File: config.mk
export PLATFORM = sky130hd
export DESIGN_NAME = branch_metric_norm
export DESIGN_NICKNAME = d
export VERILOG_FILES = /design/src/rtl/bmu_pkg.sv /design/src/rtl/bmu_ctrl.sv /design/src/rtl/bmu_metric_gen.sv /design/src/rtl/bmu_datapath.sv /design/src/rtl/branch_metric_norm.sv
export SDC_FILE = /design/constraint.sdc
export NUM_CORES = 1
export LEC_CHECK = 0
export ABC_AREA = 1
export BUFFER_PORTS_ARGS = -buffer_cell sky130_fd_sc_hd__buf_2
export CAP_MARGIN = 10
export CORE_MARGIN = 2
export CORE_UTILIZATION = 30
export CTS_CLUSTER_SIZE = 12
export DETAILED_ROUTE_END_ITERATION = 10
export PLACE_DENSITY_LB_ADDON = 0.15
export RECOVER_POWER = 100
export SLEW_MARGIN = 20
export SYNTH_ARGS = -nofsm -noshare
export SYNTH_HDL_FRONTEND = slang
export SYNTH_SLANG_ARGS = --single-unit
File: constraint.sdc
create_clock -name clk -period 0.8 [get_ports clk]
set_input_delay 0.08 -clock clk [delete_from_list [all_inputs] [get_ports clk]]
set_output_delay 0.08 -clock clk [all_outputs]
set_load 0.02 [all_outputs]
File: src/rtl/bmu_pkg.sv
package bmu_pkg;

  localparam int LANES = 4;

  typedef struct packed {
    logic load;
  } bmuStrobe_t;

endpackage

File: src/rtl/bmu_ctrl.sv
module bmu_ctrl
  import bmu_pkg::*;
(
  input  logic       clk,
  input  logic       rst_n,
  input  logic       inValid,
  output bmuStrobe_t strobe,
  output logic       outValid
);

  always_comb begin
    strobe.load = inValid;
  end

  always_ff @(posedge clk or negedge rst_n) begin
    if (!rst_n) outValid <= 1'b0;
    else        outValid <= inValid;
  end

endmodule

File: src/rtl/bmu_metric_gen.sv
module bmu_metric_gen #(
  parameter int IN_W        = 8,
  parameter int SCALE_SHIFT = 1,
  localparam int SUM_W      = IN_W + 2
) (
  input  logic signed [IN_W-1:0]  sysSoft,
  input  logic signed [IN_W-1:0]  parSoft,
  input  logic signed [IN_W-1:0]  aprSoft,
  output logic signed [SUM_W-1:0] metric [4]
);

  logic signed [SUM_W-1:0] sysSum;
  logic signed [SUM_W-1:0] parExt;

  assign sysSum = {{2{sysSoft[IN_W-1]}}, sysSoft} + {{2{aprSoft[IN_W-1]}}, aprSoft};
  assign parExt = {{2{parSoft[IN_W-1]}}, parSoft};

  for (genvar i = 0; i < 4; i++) begin : g_lane
    logic signed [SUM_W-1:0] uTerm;
    logic signed [SUM_W-1:0] pTerm;
    logic signed [SUM_W-1:0] rawSum;
    assign uTerm  = (i / 2 == 1) ? sysSum : -sysSum;
    assign pTerm  = (i % 2 == 1) ? parExt : -parExt;
    assign rawSum = uTerm + pTerm;
    assign metric[i] = rawSum >>> SCALE_SHIFT;
  end

endmodule

File: src/rtl/bmu_datapath.sv
module bmu_datapath
  import bmu_pkg::*;
#(
  parameter int IN_W        = 8,
  parameter int OUT_W       = 8,
  parameter int SCALE_SHIFT = 1
) (
  input  logic                     clk,
  input  logic                     rst_n,
  input  bmuStrobe_t               strobe,
  input  logic signed [IN_W-1:0]   sysSoft,
  input  logic signed [IN_W-1:0]   parSoft,
  input  logic signed [IN_W-1:0]   aprSoft,
  output logic [LANES*OUT_W-1:0]   maxRefBus,
  output logic [LANES*OUT_W-1:0]   minRefBus
);

  localparam int SUM_W  = IN_W + 2;
  localparam int DIFF_W = SUM_W + 1;
  localparam logic signed [DIFF_W-1:0] SAT_HI = DIFF_W'((1 << (OUT_W - 1)) - 1);
  localparam logic signed [DIFF_W-1:0] SAT_LO = -SAT_HI - DIFF_W'(1);

  logic signed [SUM_W-1:0] metric [4];
  logic signed [SUM_W-1:0] bigVal;
  logic signed [SUM_W-1:0] smallVal;

  bmu_metric_gen #(
    .IN_W(IN_W),
    .SCALE_SHIFT(SCALE_SHIFT)
  ) metricGen (
    .sysSoft(sysSoft),
    .parSoft(parSoft),
    .aprSoft(aprSoft),
    .metric(metric)
  );

  always_comb begin
    bigVal   = metric[0];
    smallVal = metric[0];
    for (int i = 1; i < LANES; i++) begin
      if (metric[i] > bigVal)   bigVal   = metric[i];
      if (metric[i] < smallVal) smallVal = metric[i];
    end
  end

  function automatic logic [OUT_W-1:0] satVal(input logic signed [DIFF_W-1:0] v);
    if (v > SAT_HI)      satVal = SAT_HI[OUT_W-1:0];
    else if (v < SAT_LO) satVal = SAT_LO[OUT_W-1:0];
    else                 satVal = v[OUT_W-1:0];
  endfunction

  for (genvar i = 0; i < LANES; i++) begin : g_norm
    logic signed [DIFF_W-1:0] toMax;
    logic signed [DIFF_W-1:0] toMin;
    logic [OUT_W-1:0] maxReg;
    logic [OUT_W-1:0] minReg;

    assign toMax = {metric[i][SUM_W-1], metric[i]} - {bigVal[SUM_W-1], bigVal};
    assign toMin = {metric[i][SUM_W-1], metric[i]} - {smallVal[SUM_W-1], smallVal};

    always_ff @(posedge clk or negedge rst_n) begin
      if (!rst_n) begin
        maxReg <= '0;
        minReg <= '0;
      end else if (strobe.load) begin
        maxReg <= satVal(toMax);
        minReg <= satVal(toMin);
      end
    end

    assign maxRefBus[i*OUT_W +: OUT_W] = maxReg;
    assign minRefBus[i*OUT_W +: OUT_W] = minReg;
  end

endmodule

File: src/rtl/branch_metric_norm.sv
module branch_metric_norm
  import bmu_pkg::*;
#(
  parameter int IN_W        = 8,
  parameter int OUT_W       = 8,
  parameter int SCALE_SHIFT = 1
) (
  input  logic                   clk,
  input  logic                   rst_n,
  input  logic                   inValid,
  input  logic [IN_W-1:0]        sysSoft,
  input  logic [IN_W-1:0]        parSoft,
  input  logic [IN_W-1:0]        aprSoft,
  output logic                   outValid,
  output logic [4*OUT_W-1:0]     maxRefBus,
  output logic [4*OUT_W-1:0]     minRefBus
);

  bmuStrobe_t strobe;

  bmu_ctrl ctrl (
    .clk(clk),
    .rst_n(rst_n),
    .inValid(inValid),
    .strobe(strobe),
    .outValid(outValid)
  );

  bmu_datapath #(
    .IN_W(IN_W),
    .OUT_W(OUT_W),
    .SCALE_SHIFT(SCALE_SHIFT)
  ) datapath (
    .clk(clk),
    .rst_n(rst_n),
    .strobe(strobe),
    .sysSoft($signed(sysSoft)),
    .parSoft($signed(parSoft)),
    .aprSoft($signed(aprSoft)),
    .maxRefBus(maxRefBus),
    .minRefBus(minRefBus)
  );

endmodule

==> impl_metrics.py <==
metrics = {
    "die": {
        "initial_utilization_pct": 30.4,
        "die_y_um": 186,
        "rows": 66,
        "die_w_um": 186,
        "dieArea_um2": 34400,
        "ios": 92,
        "core-area_um2": 32500,
    },
    "synth": {
        "synth_common_cells": "nand2_1, inv_1, ha_1",
        "syn_area_um2": 9890,
        "yosysMostFrequentCell": "nand2_1",
        "yosys.area.top_type_share_pct": 18.5,
        "async_flop_share_pct": 100,
        "synth-edff-count": 0,
        "yosysSeqAreaShare_pct": 16.4,
        "ys.flop_type": "dfrtp_1",
        "synth-seq-cells": 65,
        "yosysUniqueCellTypes": 46,
        "synth_top_cell_by_area": "ha_1",
        "yosys_warnings": 0,
        "ys_top_cells_by_area": "ha_1, nand2_1, dfrtp_1, inv_1, nand3_1",
        "syn_inst": 1491,
        "postSynthAreaPerCell_um2": 6.64,
        "syn_nets": 1677,
    },
    "grt": {
        "grt_pass1_wl_mm": 60.4,
        "grt_overflow": 0,
        "grt_max_degree": 26,
        "grt_pass1_vias": 11911,
        "track_usage_pct": 22.6,
        "antenna_found_initial": 0,
    },
    "outcome": {
        "violations": "setup timing",
        "status": "finished, violations left",
    },
    "worst_setup_path": {
        "crit_path_top_delay_cell": "fa_2",
        "crit_family": "simple AND/OR/NAND/NOR gates",
        "timing.critical_path.slowest_cell_delay_ps": 420,
        "required_ps": 1040,
        "cp_num_buf_inv": 10,
        "cpMostUsedCell": "nand2_2",
        "crit_type": "in -> reg",
        "cp_data_arrival_time_ps": 8900,
        "crit_path_end_kind": "flop",
        "cp-start-kind": "input pin",
        "path_max_fanout": 8,
    },
    "drt": {
        "drc": 0,
        "wl_mm": 39.4,
        "drt_iter0_drc": 410,
        "dr.pass1.iters": 5,
        "ant_nets": 0,
        "wl_per_cell_um": 15.2,
        "viasPerCell": 4.66,
        "vias": 12114,
    },
    "cts": {
        "insertion_delay_ps": 350,
        "clock-root-buffer": "clkbuf_16",
        "cts_num_sinks": 65,
        "cts_tree": "done",
        "h-tree-depth": 3,
        "cts_buffer_depth": 2,
        "cts_buffers": 9,
        "clk_pin_slew_ps": 50,
    },
    "timing": {
        "min_period_over_period_pct": 1080,
        "fin_tns_setup_ps": -497080,
        "maxSlewViolCount": 0,
        "hold_viol": 0,
        "period_needed_ps": 8650,
        "tightestPinTransition_ps": 505,
        "finalClockSkew_ps": 0,
        "fmax_mhz": 116,
        "whs_ps": 156,
        "report.final.setup_viol": 129,
        "relSlewSlack_pct": 66.1,
        "rsz0062_at_grt": "yes",
        "setup_ws_ps": -7850,
    },
    "run": {
        "maxCapViolCount": 0,
    },
    "placement": {
        "dpl_worst_slack_ps": -8460,
        "gp_congestion": 0.963,
        "port_buffers": 91,
        "dp_hpwl_mm": 30.7,
    },
    "finish": {
        "fillers": 3097,
        "drive_gt1_share_pct": 53.1,
        "antenna_cells": 0,
        "utilization_pct": 56.5,
        "areaGrowthSynthToFinish_pct": 85.9,
        "final_nets": 2340,
    },
    "hold_path": {
        "hold_path_class": "in -> async",
    },
}
final cells by class:
cell class	count	area, um2	area share [%]
Timing Repair Buffer	665	5450	29.6
Multi-Input combinational cell	1215	9670	52.6
Inverter	197	762	4.14
Clock inverter	6	88.8	0.483
Timing Repair inverter	1	7.51	0.0408
Sequential cell	65	1630	8.85
Tap cell	442	553	3.01
Clock buffer	10	239	1.30
cell families after synthesis:
family,after synthesis,share of synthesized area [%]
simple gates,747,33.7
xor+xnor,72,6.72
fa+ha+maj,159,21.1
buf+inv,214,8.14
compound gates,234,13.9
flops,65,16.4
placed cells by master (no fill, tap or decap), types with 9 or more instances in the layout:
cell and instances:
a21oi_1 56, a21oi_2 43, buf_2 22, buf_4 517
buf_6 108, clkbuf_16 9, dfrtp_1 65, fa_2 9
ha_1 96, ha_4 48, inv_1 164, inv_2 26
nand2_1 340, nand2_2 96, nand2_4 34, nand3_1 74
nand3_2 34, nand3_4 22, nand4_1 16, nor2_1 56
nor2_2 16, nor2_4 12, nor3_1 11, o21ai_0 9
o21ai_1 23, o21ai_2 41, o21ai_4 14, o21bai_1 15
or2_2 17, xnor2_1 23, xor2_1 39
sequential cells by signal (all words and copies together) (netlist names):
register                flops
datapath.g_norm.minReg     32
ctrl.outValid               1
datapath.g_norm.maxReg     32
layer usage:
| layer | wire length, um | vias to the layer above | track usage (%) |
|---|---|---|---|
| met1 | 17100 | 5597 | 27.6 |
| met3 | 1250 | 72 | 2.48 |
| met4 | 1630 | 0 | 10.0 |
| met5 | 0 | - | 0 |
| li1 | - | 6232 | - |
| met2 | 19500 | 213 | 39.8 |
stage by stage:
step	instance area, um2	cells
detailed placement	14400	2433
global route	18400	2601
floorplan	10200	1491
global placement	14400	2433
CTS	17200	2558
finish	18400	2601
timing repair:
item	in CTS	in global routing
endpoints found under the hold margin	65	0
gates resized for setup	429	193
setup endpoints to repair	129	129
setup buffers	106	50
pin swaps	140	152
hold buffers	1	0
cloned	4	0
final timing paths:
check,start,end,slack [ps],depth (start not counted)
worst min register to register,datapath.g_norm[1].maxReg[6],datapath.g_norm[1].maxReg[6],500,2
max in group asynchronous,rst_n,datapath.g_norm[2].minReg[2],110,3
min in group clk,inValid,datapath.g_norm[3].minReg[1],170,4
worst max-delay path,sysSoft[0],datapath.g_norm[1].minReg[0],-7850,64
worst min-delay path,rst_n,datapath.g_norm[0].maxReg[5],160,2
worst max register to register,datapath.g_norm[1].maxReg[4],datapath.g_norm[1].maxReg[4],-70,4
Power is left out: the tool's default activity adds up to more than one toggle a clock period on the data nets, which glitch-free logic cannot reach.
